$ cat src/rtl/entropy_csr_pkg.sv
package entropy_csr_pkg;

  localparam int ADDR_W  = 7;
  localparam int DATA_W  = 32;
  localparam int NUM_WORDS = 4;
  localparam int WIDX_W  = $clog2(NUM_WORDS);

  // Byte offsets that software depends on
  localparam logic [ADDR_W-1:0] OFS_WORD0  = 7'h00;
  localparam logic [ADDR_W-1:0] OFS_STATUS = 7'h10;
  localparam logic [ADDR_W-1:0] OFS_CTRL   = 7'h14;
  localparam logic [ADDR_W-1:0] OFS_CFG    = 7'h18;
  localparam logic [ADDR_W-1:0] OFS_OSCEN  = 7'h20;
  localparam logic [ADDR_W-1:0] OFS_OSCDET = 7'h24;
  localparam logic [ADDR_W-1:0] OFS_REV    = 7'h7C;

  localparam int EN_BIT     = 10;
  localparam int NB_LSB     = 0;
  localparam int SC_LSB     = 16;
  localparam int CNT_W      = 8;
  localparam logic [7:0] REV_TAG = 8'h4C;

  typedef enum logic [2:0] {
    RD_NONE, RD_WORD, RD_STATUS, RD_CTRL, RD_CFG, RD_OSCEN, RD_OSCDET, RD_REV
  } rdSel_e;

  typedef struct packed {
    logic              wrCtrl;
    logic              wrCfg;
    logic              wrOscEn;
    logic              wrOscDet;
    logic              ackReady;
    logic              capture;
    rdSel_e            rdSel;
    logic [WIDX_W-1:0] wordIdx;
  } csrStrobe_t;

endpackage

$ cat src/rtl/entropy_csr_ctrl.sv
module entropy_csr_ctrl
  import entropy_csr_pkg::*;
(
  input  logic [ADDR_W-1:0] busAddr,
  input  logic              busWe,
  input  logic              ackBit,
  input  logic              coreValid,
  input  logic              resultReady,
  input  logic              genEnable,
  output csrStrobe_t        strobe
);

  localparam logic [ADDR_W-1:0] WORDS_END = OFS_WORD0 + ADDR_W'(NUM_WORDS * 4);

  always_comb begin
    strobe = '0;
    strobe.rdSel = RD_NONE;
    // A new result is refused while the previous one awaits acknowledge
    strobe.capture = coreValid & ~resultReady;
    if (busAddr[1:0] == 2'b00) begin
      if (busAddr >= OFS_WORD0 && busAddr < WORDS_END) begin
        strobe.rdSel   = RD_WORD;
        strobe.wordIdx = busAddr[WIDX_W+1:2];
      end else begin
        unique case (busAddr)
          OFS_STATUS: begin
            strobe.rdSel    = RD_STATUS;
            strobe.ackReady = busWe & ackBit;
          end
          OFS_CTRL: begin
            strobe.rdSel  = RD_CTRL;
            strobe.wrCtrl = busWe;
          end
          OFS_CFG: begin
            strobe.rdSel = RD_CFG;
            strobe.wrCfg = busWe & ~genEnable;
          end
          OFS_OSCEN: begin
            strobe.rdSel   = RD_OSCEN;
            strobe.wrOscEn = busWe;
          end
          OFS_OSCDET: begin
            strobe.rdSel    = RD_OSCDET;
            strobe.wrOscDet = busWe;
          end
          OFS_REV: strobe.rdSel = RD_REV;
          default: strobe.rdSel = RD_NONE;
        endcase
      end
    end
  end

endmodule

$ cat src/rtl/entropy_csr_dp.sv
module entropy_csr_dp
  import entropy_csr_pkg::*;
#(
  parameter int OSC_W     = 24,
  parameter int REV_MAJOR = 2,
  parameter int REV_MINOR = 1,
  parameter int REV_PATCH = 3
) (
  input  logic                        clk,
  input  logic                        rstN,
  input  csrStrobe_t                  strobe,
  input  logic [DATA_W-1:0]           busWdata,
  input  logic [NUM_WORDS*DATA_W-1:0] coreResult,
  output logic [DATA_W-1:0]           busRdata,
  output logic                        resultReady,
  output logic                        genEnable,
  output logic [CNT_W-1:0]            noiseBlocks,
  output logic [CNT_W-1:0]            sampleCycles,
  output logic [OSC_W-1:0]            oscEnMask,
  output logic [OSC_W-1:0]            oscDetune,
  output logic [NUM_WORDS*DATA_W-1:0] resultWords
);

  localparam logic [DATA_W-1:0] REV_WORD =
    (DATA_W'(REV_MAJOR & 4'hF) << 24) |
    (DATA_W'(REV_MINOR & 4'hF) << 20) |
    (DATA_W'(REV_PATCH & 4'hF) << 16) |
    DATA_W'(REV_TAG);

  logic [DATA_W-1:0] wordQ [NUM_WORDS];

  for (genvar k = 0; k < NUM_WORDS; k++) begin : g_word
    always_ff @(posedge clk or negedge rstN) begin
      if (!rstN)                 wordQ[k] <= '0;
      else if (strobe.capture)   wordQ[k] <= coreResult[k*DATA_W +: DATA_W];
    end
    assign resultWords[k*DATA_W +: DATA_W] = wordQ[k];
  end

  always_ff @(posedge clk or negedge rstN) begin
    if (!rstN)                resultReady <= 1'b0;
    else if (strobe.capture)  resultReady <= 1'b1;
    else if (strobe.ackReady) resultReady <= 1'b0;
  end

  always_ff @(posedge clk or negedge rstN) begin
    if (!rstN)              genEnable <= 1'b0;
    else if (strobe.wrCtrl) genEnable <= busWdata[EN_BIT];
  end

  always_ff @(posedge clk or negedge rstN) begin
    if (!rstN) begin
      noiseBlocks  <= '0;
      sampleCycles <= '0;
    end else if (strobe.wrCfg) begin
      noiseBlocks  <= busWdata[NB_LSB +: CNT_W];
      sampleCycles <= busWdata[SC_LSB +: CNT_W];
    end
  end

  always_ff @(posedge clk or negedge rstN) begin
    if (!rstN) begin
      oscEnMask <= '0;
      oscDetune <= '0;
    end else begin
      if (strobe.wrOscEn)  oscEnMask <= busWdata[OSC_W-1:0];
      if (strobe.wrOscDet) oscDetune <= busWdata[OSC_W-1:0];
    end
  end

  always_comb begin
    busRdata = '0;
    unique case (strobe.rdSel)
      RD_WORD:   busRdata = wordQ[strobe.wordIdx];
      RD_STATUS: busRdata[0] = resultReady;
      RD_CTRL:   busRdata[EN_BIT] = genEnable;
      RD_CFG: begin
        busRdata[NB_LSB +: CNT_W] = noiseBlocks;
        busRdata[SC_LSB +: CNT_W] = sampleCycles;
      end
      RD_OSCEN:  busRdata[OSC_W-1:0] = oscEnMask;
      RD_OSCDET: busRdata[OSC_W-1:0] = oscDetune;
      RD_REV:    busRdata = REV_WORD;
      default:   busRdata = '0;
    endcase
  end

endmodule

$ cat src/rtl/entropy_csr.sv
module entropy_csr
  import entropy_csr_pkg::*;
#(
  parameter int OSC_W     = 24,
  parameter int REV_MAJOR = 2,
  parameter int REV_MINOR = 1,
  parameter int REV_PATCH = 3
) (
  input  logic                        clk,
  input  logic                        rstN,
  input  logic [ADDR_W-1:0]           busAddr,
  input  logic                        busWe,
  input  logic [DATA_W-1:0]           busWdata,
  output logic [DATA_W-1:0]           busRdata,
  input  logic [NUM_WORDS*DATA_W-1:0] coreResult,
  input  logic                        coreValid,
  output logic                        genEnable,
  output logic                        resultReady,
  output logic [CNT_W-1:0]            noiseBlocks,
  output logic [CNT_W-1:0]            sampleCycles,
  output logic [OSC_W-1:0]            oscEnMask,
  output logic [OSC_W-1:0]            oscDetune
);

  localparam int RES_W = NUM_WORDS * DATA_W;

  csrStrobe_t        strobe;
  logic [RES_W-1:0]  resultWords;

  entropy_csr_ctrl u_ctrl (
    .busAddr     (busAddr),
    .busWe       (busWe),
    .ackBit      (busWdata[0]),
    .coreValid   (coreValid),
    .resultReady (resultReady),
    .genEnable   (genEnable),
    .strobe      (strobe)
  );

  entropy_csr_dp #(
    .OSC_W     (OSC_W),
    .REV_MAJOR (REV_MAJOR),
    .REV_MINOR (REV_MINOR),
    .REV_PATCH (REV_PATCH)
  ) u_dp (
    .clk          (clk),
    .rstN         (rstN),
    .strobe       (strobe),
    .busWdata     (busWdata),
    .coreResult   (coreResult),
    .busRdata     (busRdata),
    .resultReady  (resultReady),
    .genEnable    (genEnable),
    .noiseBlocks  (noiseBlocks),
    .sampleCycles (sampleCycles),
    .oscEnMask    (oscEnMask),
    .oscDetune    (oscDetune),
    .resultWords  (resultWords)
  );

endmodule

$ cat config.mk
export PLATFORM = sky130hd
export DESIGN_NAME = entropy_csr
export DESIGN_NICKNAME = d
export VERILOG_FILES = /design/src/rtl/entropy_csr_pkg.sv /design/src/rtl/entropy_csr_ctrl.sv /design/src/rtl/entropy_csr_dp.sv /design/src/rtl/entropy_csr.sv
export SDC_FILE = /design/constraint.sdc
export NUM_CORES = 1
export LEC_CHECK = 0
export CORE_MARGIN = 1
export CORE_UTILIZATION = 30
export DETAILED_ROUTE_END_ITERATION = 16
export DONT_BUFFER_PORTS = 1
export GPL_TIMING_DRIVEN = 0
export PLACE_DENSITY = 0.53
export SETUP_SLACK_MARGIN = 0.4
export SKIP_LAST_GASP = 1
export SYNTH_ARGS = -nofsm -noshare
export SYNTH_HDL_FRONTEND = slang
export SYNTH_SLANG_ARGS = --single-unit
$ cat constraint.sdc
create_clock -name clk -period 2.13 [get_ports clk]
set_input_delay 0.1065 -clock clk [delete_from_list [all_inputs] [get_ports clk]]
set_output_delay 0.1065 -clock clk [all_outputs]
set_load 0.005 [all_outputs]
==> flow_metrics.env, run 1 <==
export IMPL_clock_skew_ps=14.1
export IMPL_cpPeakStageDelay_ps=380
export IMPL_yosys_warnings=0
export IMPL_status="finished, violations left"
export IMPL_hold_buffers=153
export IMPL_synth_top_area_share_pct=54.2
export IMPL_drc=0
export IMPL_via_count=6442
export IMPL_intPower_w=0.00824
export IMPL_area_growth_pct=36.1
export IMPL_routed_wl_um=30300
export IMPL_finalHoldViolCount=194
export IMPL_fin_nets=1014
export IMPL_port_buffers=0
export IMPL_critPathSlowestCell="dfrtp_1"
export IMPL_antenna_found_initial=2
export IMPL_p_sw_share_pct=27.7
export IMPL_required_ps=2020
export IMPL_row_count=62
export IMPL_critical_path_class="flip-flop to output pin"
export IMPL_max_freq_mhz=550
export IMPL_synth_nets=836
export IMPL_busiest_layer="met2"
export IMPL_holdCritPathClass="primary input to async pin"
export IMPL_gp_congestion=0.823
export IMPL_cts_buffers=17
export IMPL_cts_sinks=194
export IMPL_dieArea_mm2=0.0306
export IMPL_clkLatencyLatePin_ps=450
export IMPL_via_per_inst=5.20
export IMPL_first_pass_iters=5
export IMPL_netlist_instances=665
export IMPL_peakVddDrop_mv=0.560
export IMPL_htree_levels=4
export IMPL_yosys_area_top_type="dfrtp_1"
export IMPL_final_cells=1240
export IMPL_syn_avg_cell_area_um2=13.5
export IMPL_start_util_pct=30.9
export IMPL_clkPwrFrac_pct=29.8
export IMPL_grt_pass1_wl_um=45300
export IMPL_fin_crit_sh_pct=85.4
export IMPL_final_common_cell="dfrtp_1"
export IMPL_power_w=0.0114
export IMPL_cp_start_kind="flip-flop"
export IMPL_core_area_mm2=0.0290
export IMPL_place_inst=1049
export IMPL_grt_overflow_total=0
export IMPL_finalSetupViolCount=0
export IMPL_die_y_um=175
export IMPL_grtUsageMet3_pct=5.48
export IMPL_root_buffer="clkbuf_16"
export IMPL_whs_ps=-654
export IMPL_relSlewSlack_pct=45.4
export IMPL_synthArstFlopShare_pct=100
export IMPL_ios=269
export IMPL_endpoint_kind="output pin"
export IMPL_drt_iter0_markers=354
export IMPL_grt_use_met1_pct=26.5
export IMPL_synth_top_flop_cell="dfrtp_1"
export IMPL_cts_max_path_buffers=2
export IMPL_power_leakage_nw=5.14
export IMPL_yosysUniqueCellTypes=49
export IMPL_drive_gt1_share_pct=38.8
export IMPL_seq_power_share_pct=51.3
export IMPL_violations="hold timing"
export IMPL_rsz0062_at_grt="yes"
export IMPL_grt_pass1_vias=6913
export IMPL_maxCapViolCount=0
export IMPL_p_comb_share_pct=18.9
export IMPL_p_sw_w=0.00315
export IMPL_cts_tree="yes"
export IMPL_clkTransAtPathRegs_ps=80
export IMPL_ys_seq_area_share_pct=54.2
export IMPL_die_w_um=175
export IMPL_synthesis_area_mm2=0.00896
export IMPL_grt_max_degree=195
export IMPL_period_needed_ps=1820
export IMPL_use_met2_pct=32.5
export IMPL_dpl_hpwl_um=21700
export IMPL_synth_area_leaders="dfrtp_1 (54%), mux2_2 (23%), a211oi_1 (3.2%)"
export IMPL_max_slew_worst_pin_slew_ps=818
export IMPL_slew_violations=0
export IMPL_critPathArrivalTime_ps=1710
export IMPL_synth_edf_count=0
export IMPL_final_cell_mix="dfrtp_1 (194), mux2_2 (182), dlygate4sd3_1 (153)"
export IMPL_grt_util_all_layers_pct=20.2
export IMPL_wl_per_cell_um=24.5
export IMPL_crit_family="compound AO/OA/AOI/OAI gates"
export IMPL_synth_seq_cells=194
export IMPL_p_per_area_mw_per_mm2=933
export IMPL_critPathMaxFanout=2
export IMPL_ant_nets=0
export IMPL_cp_buffers_inverters=0
export IMPL_path_cells="or3_1 -> mux2i_1 -> a221oi_1 -> a211o_1"
==> layout make-up <==
| type | instances | area, um2 |
|---|---|---|
| diodes | 1 | 2.50 |
| plain buffers | 51 | 443 |
| clock buffers | 17 | 425 |
| clock inverters | 14 | 175 |
| fillers | 2751 | 16800 |
| inverters | 2 | 7.51 |
| multi-input cells | 418 | 4240 |
| flip-flops and latches | 194 | 4850 |
| well taps | 384 | 480 |
| repair buffers | 159 | 1580 |
==> power by group through the flow <==
stage                     Sequential [W]  Combinational (W)  Clock, W
final                            0.00585            0.00215   0.00339
after global routing             0.00604            0.00235   0.00361
after CTS                        0.00582            0.00214   0.00349
after detailed placement         0.00584            0.00181         0
after global placement           0.00581            0.00175         0
after floorplan                  0.00558            0.00155         0
==> per-layer routing <==
metal	share of wire (%)	routed length [um]	up-vias
met5	0	0	-
met4	2.0	600	0
met3	5.9	1780	33
met2	47	14400	210
met1	45	13600	3323
li1	-	-	2876
==> Yosys cell counts, drive strengths merged, types with 2 or more instances <==
| master | n |
|---|---|
| nand2b | 3 |
| mux2 | 202 |
| a22oi | 10 |
| nor2 | 6 |
| o22ai | 8 |
| or4 | 2 |
| o221ai | 21 |
| o21a | 7 |
| nand2 | 7 |
| o21ai | 20 |
| clkbuf | 25 |
| o22a | 6 |
| or4b | 2 |
| a21oi | 6 |
| a211oi | 38 |
| nand4bb | 2 |
| buf | 26 |
| nand3 | 4 |
| nor2b | 4 |
| a21o | 2 |
| nor4 | 2 |
| inv | 2 |
| dfrtp | 194 |
| o2111ai | 2 |
| a31o | 3 |
| and3 | 25 |
| mux2i | 22 |
| or2 | 2 |
==> path summary, 6_finish.rpt <==
path	from	endpoint	slack, ps	depth (start not counted)
setup / recovery	u_dp.resultWords[96]	busRdata[0]	310	4
hold / removal	rstN	u_dp.oscDetune[1]	-650	0
setup reg to reg	u_dp.resultReady	u_dp.resultWords[73]	480	4
hold reg to reg	u_dp.resultWords[119]	u_dp.resultWords[119]	500	1
max in group asynchronous	rstN	u_dp.resultWords[39]	2090	0
min in group clk	busWe	u_dp.genEnable	70	3
==> repair_timing <==
action / in CTS / in global routing
pin swaps: 9 / 8
gates resized for setup: 127 / 35
setup endpoints to repair: 161 / 85
cloned: 1 / 1
buffers inserted: 3 / 1
endpoints found under the hold margin: 388 / 194
==> flip-flops by register name, summed over array words and instances, names as in the netlist <==
register and count:
u_dp.genEnable 1, u_dp.sampleCycles 8, u_dp.oscEnMask 24, u_dp.noiseBlocks 8
u_dp.resultReady 1, u_dp.oscDetune 24, u_dp.resultWords 128
==> cells by family after synthesis <==
group           synth area share [%]
flops                           54.2
compound gates                  10.4
mux                             27.8
simple gates                    4.91
buf+inv                         2.74
==> metrics by stage <==
| step | setup TNS (ps) | setup WS (ps) | area, um2 | utilization, % |
|---|---|---|---|---|
| after global routing | 0 | 269 | 12200 | 42.1 |
| after detailed placement | -25720 | -411 | 9450 | 32.6 |
| final | 0 | 310 | 12200 | 42.1 |
| after floorplan | 0 | 446 | 8970 | - |
| after global placement | -23560 | -395 | 9450 | 32.6 |
| after CTS | 0 | 296 | 12100 | 41.6 |
Power figures use the tool's default switching activity.
==> inputs of run 2 (changes only) <==
- CORE_UTILIZATION: 30 -> 29
- PLACE_DENSITY: 0.53 -> 0.52
- clock period: 2.13 -> 2.2 ns (I/O delays scaled with it)
==> run 2 against run 1 <==
- the run still ends with hold timing left
- power is 3.5% lower
- cell area is 0.68% higher
- clock skew hardly changed
- flip-flop and latch count stayed put
- largest cell class unchanged
- highest routed layer is now met5
==> flow_metrics.env, run 2 (synthesis gave the netlist of run 1 again) <==
export IMPL_critPathArrivalTime_ps=1770
export IMPL_via_per_inst=5.07
export IMPL_dpl_hpwl_um=22500
export IMPL_port_buffers=0
export IMPL_grt_max_degree=195
export IMPL_critPathSlowestCell="dfrtp_1"
export IMPL_gp_congestion=0.780
export IMPL_setup_ws_ps=317
export IMPL_grt_use_met1_pct=25.3
export IMPL_grt_overflow_total=0
export IMPL_die_w_um=178
export IMPL_cpPeakStageDelay_ps=380
export IMPL_wl_per_cell_um=24.5
export IMPL_status="finished, violations left"
export IMPL_peakVddDrop_mv=0.589
export IMPL_cts_buffers=17
export IMPL_path_cells="or3_1 -> mux2i_1 -> a221oi_2 -> a211o_1"
export IMPL_drive_gt1_share_pct=38.4
export IMPL_clkTransAtPathRegs_ps=80
export IMPL_setup_tns_ps=0
export IMPL_final_cells=1252
export IMPL_ant_nets=0
export IMPL_cts_max_path_buffers=2
export IMPL_hold_buffers=153
export IMPL_slew_violations=0
export IMPL_fin_crit_sh_pct=85.6
export IMPL_via_count=6349
export IMPL_busiest_layer="met2"
export IMPL_grt_pass1_wl_um=45100
export IMPL_row_count=64
export IMPL_cp_start_kind="flip-flop"
export IMPL_use_met2_pct=32.8
export IMPL_finalSetupViolCount=0
export IMPL_period_needed_ps=1880
export IMPL_grt_util_all_layers_pct=20.0
export IMPL_whs_ps=-654
export IMPL_endpoint_kind="output pin"
export IMPL_finalHoldViolCount=194
export IMPL_htree_levels=4
export IMPL_clkLatencyLatePin_ps=460
export IMPL_critical_path_class="flip-flop to output pin"
export IMPL_place_inst=1061
export IMPL_die_y_um=178
export IMPL_place_ws_ps=-498
export IMPL_power_leakage_nw=5.11
export IMPL_p_per_area_mw_per_mm2=895
export IMPL_max_slew_worst_pin_slew_ps=798
export IMPL_drt_iter0_markers=235
export IMPL_grt_pass1_vias=6925
export IMPL_r2r_start="u_dp.resultReady"
export IMPL_fillers=2868
export IMPL_rsz0062_at_grt="yes"
export IMPL_required_ps=2090
export IMPL_clock_skew_ps=13.7
export IMPL_cp_startpoint="u_dp.resultWords[96]"
export IMPL_routed_wl_um=30700
export IMPL_area_growth_pct=37.0
export IMPL_core_area_mm2=0.0305
export IMPL_final_cell_mix="dfrtp_1 (193), mux2_2 (182), dlygate4sd3_1 (153)"
export IMPL_cts_sinks=194
export IMPL_root_buffer="clkbuf_16"
export IMPL_final_core_util_pct=40.3
export IMPL_first_pass_iters=4
export IMPL_max_freq_mhz=531
export IMPL_relSlewSlack_pct=46.8
export IMPL_maxCapViolCount=0
export IMPL_cts_tree="yes"
export IMPL_start_util_pct=29.4
export IMPL_final_common_cell="dfrtp_1"
export IMPL_largest_register_ffs=128
export IMPL_antenna_found_initial=2
export IMPL_grtUsageMet3_pct=5.06
export IMPL_fin_nets=1013
export IMPL_violations="hold timing"
export IMPL_holdCritPathClass="primary input to async pin"
export IMPL_drc=0
export IMPL_ios=269
export IMPL_critPathMaxFanout=2
export IMPL_dieArea_mm2=0.0316
## run 2: changes by cell type in the layout (fill, tap and decap cells not counted), moves of 6 or more
cell | previous run | this run
a211oi_2 | 15 | 2
a211oi_4 | 11 | 21
clkbuf_8 | 11 | 5
o221ai_2 | 0 | 6
o221ai_1 | 21 | 15
## run 2: worst paths after layout
path | slack [ps] | end | cells past startpoint
max | 320 | busRdata[0] | 4
min | -650 | u_dp.resultWords[62] | 0
max reg2reg | 480 | u_dp.resultWords[28] | 4
min reg2reg | 510 | u_dp.resultWords[113] | 1
max in group asynchronous | 2490 | u_dp.oscDetune[14] | 0
min in group clk | 40 | u_dp.resultReady | 3
## run 2: routing by layer
layer / share of wire (%) / wire (um)
met3: 6.4 / 1960
met4: 2.1 / 634
met5: 0.042 / 13
met2: 49 / 15000
met1: 43 / 13100
## run 2: final cells by class
| cell class | instances | area [um2] | area share, % |
|---|---|---|---|
| diodes | 1 | 2.50 | 0.0204 |
| inverters | 2 | 7.51 | 0.0611 |
| multi-input cells | 418 | 4340 | 35.3 |
| well taps | 396 | 495 | 4.03 |
| clock buffers | 20 | 447 | 3.64 |
| clock inverters | 12 | 131 | 1.07 |
| repair buffers | 158 | 1590 | 12.9 |
| plain buffers | 51 | 417 | 3.39 |
| flip-flops and latches | 194 | 4860 | 39.5 |
## run 2: stage by stage
step	total power (W)	cell area [um2]
after floorplan	0.00691	8960
after global placement	0.00734	9460
after detailed placement	0.00744	9460
after CTS	0.0111	12200
after global routing	0.0116	12300
final	0.0110	12300
## run 2: power by group
group	leakage, nW	internal [W]	switching (W)
logic	2.44	0.00138	0.000692
clock network	0.273	0.00171	0.00145
registers	2.40	0.00487	0.000885
## run 2: what timing repair did
item	CTS	global route
gates cloned	1	0
hold endpoints to repair	388	194
buffers inserted	2	2
endpoints found under the setup margin	157	117
pin swaps	17	5
resized for setup	148	17
## run 2: worst max-delay path: cells and delay by family, from the launching register on
family	cells	cell delay [ps]
AOI/OAI and AO/OA	2	430
DFF	1	380
muxes	1	200
and+or+nand+nor	1	300
==> inputs of run 3 (changes only) <==
- CORE_ASPECT_RATIO: default -> 1.5
==> run 3 against run 2 <==
- the run still ends with hold timing left
- power hardly changed
- hold slack worse by 2.3 ps
- sequential share of layout area is 0.68 points higher
- critical path depth stayed put
- clock-buffer cell count stayed put
- clock skew is 2.7 ps lower
- register-to-register slack hardly changed
- core utilization is 0.49 points lower
- clock power is 3% higher
- largest cell class unchanged
- largest power group unchanged
==> flow_metrics.env, run 3 (synthesis gave the netlist of run 1 again) <==
export IMPL_status="finished, violations left"
export IMPL_violations="hold timing"
export IMPL_drive_gt1_share_pct=37.2
export IMPL_dieArea_mm2=0.0316
export IMPL_period_needed_ps=1880
export IMPL_clkLatencyLatePin_ps=460
export IMPL_htree_levels=4
export IMPL_port_buffers=0
export IMPL_final_core_util_pct=39.8
export IMPL_clock_skew_ps=11.0
export IMPL_setup_ws_ps=318
export IMPL_critPathArrivalTime_ps=1770
export IMPL_maxCapViolCount=0
export IMPL_grt_pass1_vias=7113
export IMPL_gp_congestion=0.776
export IMPL_fillers=2893
export IMPL_wl_per_cell_um=24.6
export IMPL_slew_violations=0
export IMPL_max_freq_mhz=531
export IMPL_place_inst=1065
export IMPL_final_common_cell="dfrtp_1"
export IMPL_drt_iter0_markers=227
export IMPL_p_per_area_mw_per_mm2=909
export IMPL_cts_tree="yes"
export IMPL_crit_family="compound AO/OA/AOI/OAI gates"
export IMPL_setup_tns_ps=0
export IMPL_endpoint_kind="output pin"
export IMPL_via_per_inst=5.05
export IMPL_fin_crit_sh_pct=85.5
export IMPL_critPathMaxFanout=2
export IMPL_ios=269
export IMPL_place_ws_ps=-398
export IMPL_final_cells=1257
export IMPL_antenna_found_initial=4
export IMPL_clkTransAtPathRegs_ps=80
export IMPL_row_count=78
export IMPL_rsz0062_at_grt="yes"
export IMPL_grt_pass1_wl_um=45400
export IMPL_critical_path_class="flip-flop to output pin"
export IMPL_finalHoldViolCount=194
export IMPL_critPathSlowestCell="dfrtp_1"
export IMPL_cts_max_path_buffers=2
export IMPL_via_count=6354
export IMPL_die_y_um=217
export IMPL_largest_register_ffs=128
export IMPL_cp_buffers_inverters=0
export IMPL_ant_nets=0
export IMPL_holdCritPathClass="primary input to async pin"
export IMPL_cts_buffers=17
export IMPL_start_util_pct=29.5
export IMPL_die_w_um=146
export IMPL_path_cells="or3_1 -> mux2i_1 -> a221oi_1 -> a211o_1"
export IMPL_dpl_hpwl_um=22800
export IMPL_root_buffer="clkbuf_16"
export IMPL_hold_buffers=153
export IMPL_drc=0
export IMPL_core_area_mm2=0.0304
export IMPL_grt_overflow_total=0
export IMPL_grt_util_all_layers_pct=19.9
export IMPL_relSlewSlack_pct=44.1
export IMPL_cp_start_kind="flip-flop"
export IMPL_required_ps=2090
export IMPL_fin_nets=1011
export IMPL_grt_max_degree=195
export IMPL_max_slew_worst_pin_slew_ps=839
export IMPL_first_pass_iters=4
export IMPL_peakVddDrop_mv=0.647
export IMPL_power_leakage_nw=5.08
export IMPL_finalSetupViolCount=0
export IMPL_final_cell_mix="dfrtp_1 (194), mux2_2 (182), dlygate4sd3_1 (153)"
export IMPL_cpPeakStageDelay_ps=390
export IMPL_whs_ps=-656
export IMPL_cts_sinks=194
export IMPL_area_growth_pct=34.7
export IMPL_routed_wl_um=30900
## run 3: layer usage
layer	vias up	global-route usage [%]	part of all wire, %
met5	-	0	0
met4	0	9.23	2.9
met3	48	4.91	4.5
met2	185	36.5	54
met1	3250	21.5	39
li1	2871	-	-
## run 3: final timing paths
path | start | end | slack [ps] | cells past startpoint
setup / recovery | u_dp.resultWords[96] | busRdata[0] | 320 | 4
hold / removal | rstN | u_dp.noiseBlocks[0] | -660 | 0
setup reg to reg | u_dp.resultReady | u_dp.resultWords[97] | 490 | 4
hold reg to reg | u_dp.resultWords[112] | u_dp.resultWords[112] | 500 | 1
max in group asynchronous | rstN | u_dp.resultWords[77] | 2520 | 0
min in group clk | busWe | u_dp.resultReady | 40 | 3
## run 3: cell type report
cell class	count	area, um2	share of cell area [%]
Multi-Input combinational cell	418	4130	34.2
Inverter	2	7.51	0.0622
Sequential cell	194	4850	40.2
Timing Repair Buffer	156	1550	12.9
Clock buffer	20	457	3.78
Tap cell	400	500	4.15
Antenna cell	4	10.0	0.0829
Clock inverter	12	144	1.19
Buffer	51	415	3.44
## run 3: timing repair
item / CTS / global route
setup endpoints to repair: 161 / 108
gates cloned: 0 / 0
hold endpoints to repair: 388 / 194
gates resized for setup: 109 / 28
pin swaps: 9 / 16
setup buffers: 3 / 0
## run 3: report_power, final
| group | internal (W) | switching, W |
|---|---|---|
| Combinational | 0.00138 | 0.000683 |
| Clock | 0.00176 | 0.00150 |
| Sequential | 0.00487 | 0.000786 |
| Total | 0.00801 | 0.00297 |
## run 3: stage by stage
step	instance area (um2)	power, W
floorplan	8960	0.00691
global placement	9470	0.00732
detailed placement	9470	0.00743
CTS	12000	0.0111
global route	12100	0.0115
finish	12100	0.0110
## run 3: worst reg2reg max path: cells and delay by family, from the launching register on
family / cells / cell delay [ps]
buffers and inverters: 2 / 520
flip-flops: 1 / 500
multiplexers: 1 / 360
AND/OR/NAND/NOR: 1 / 200
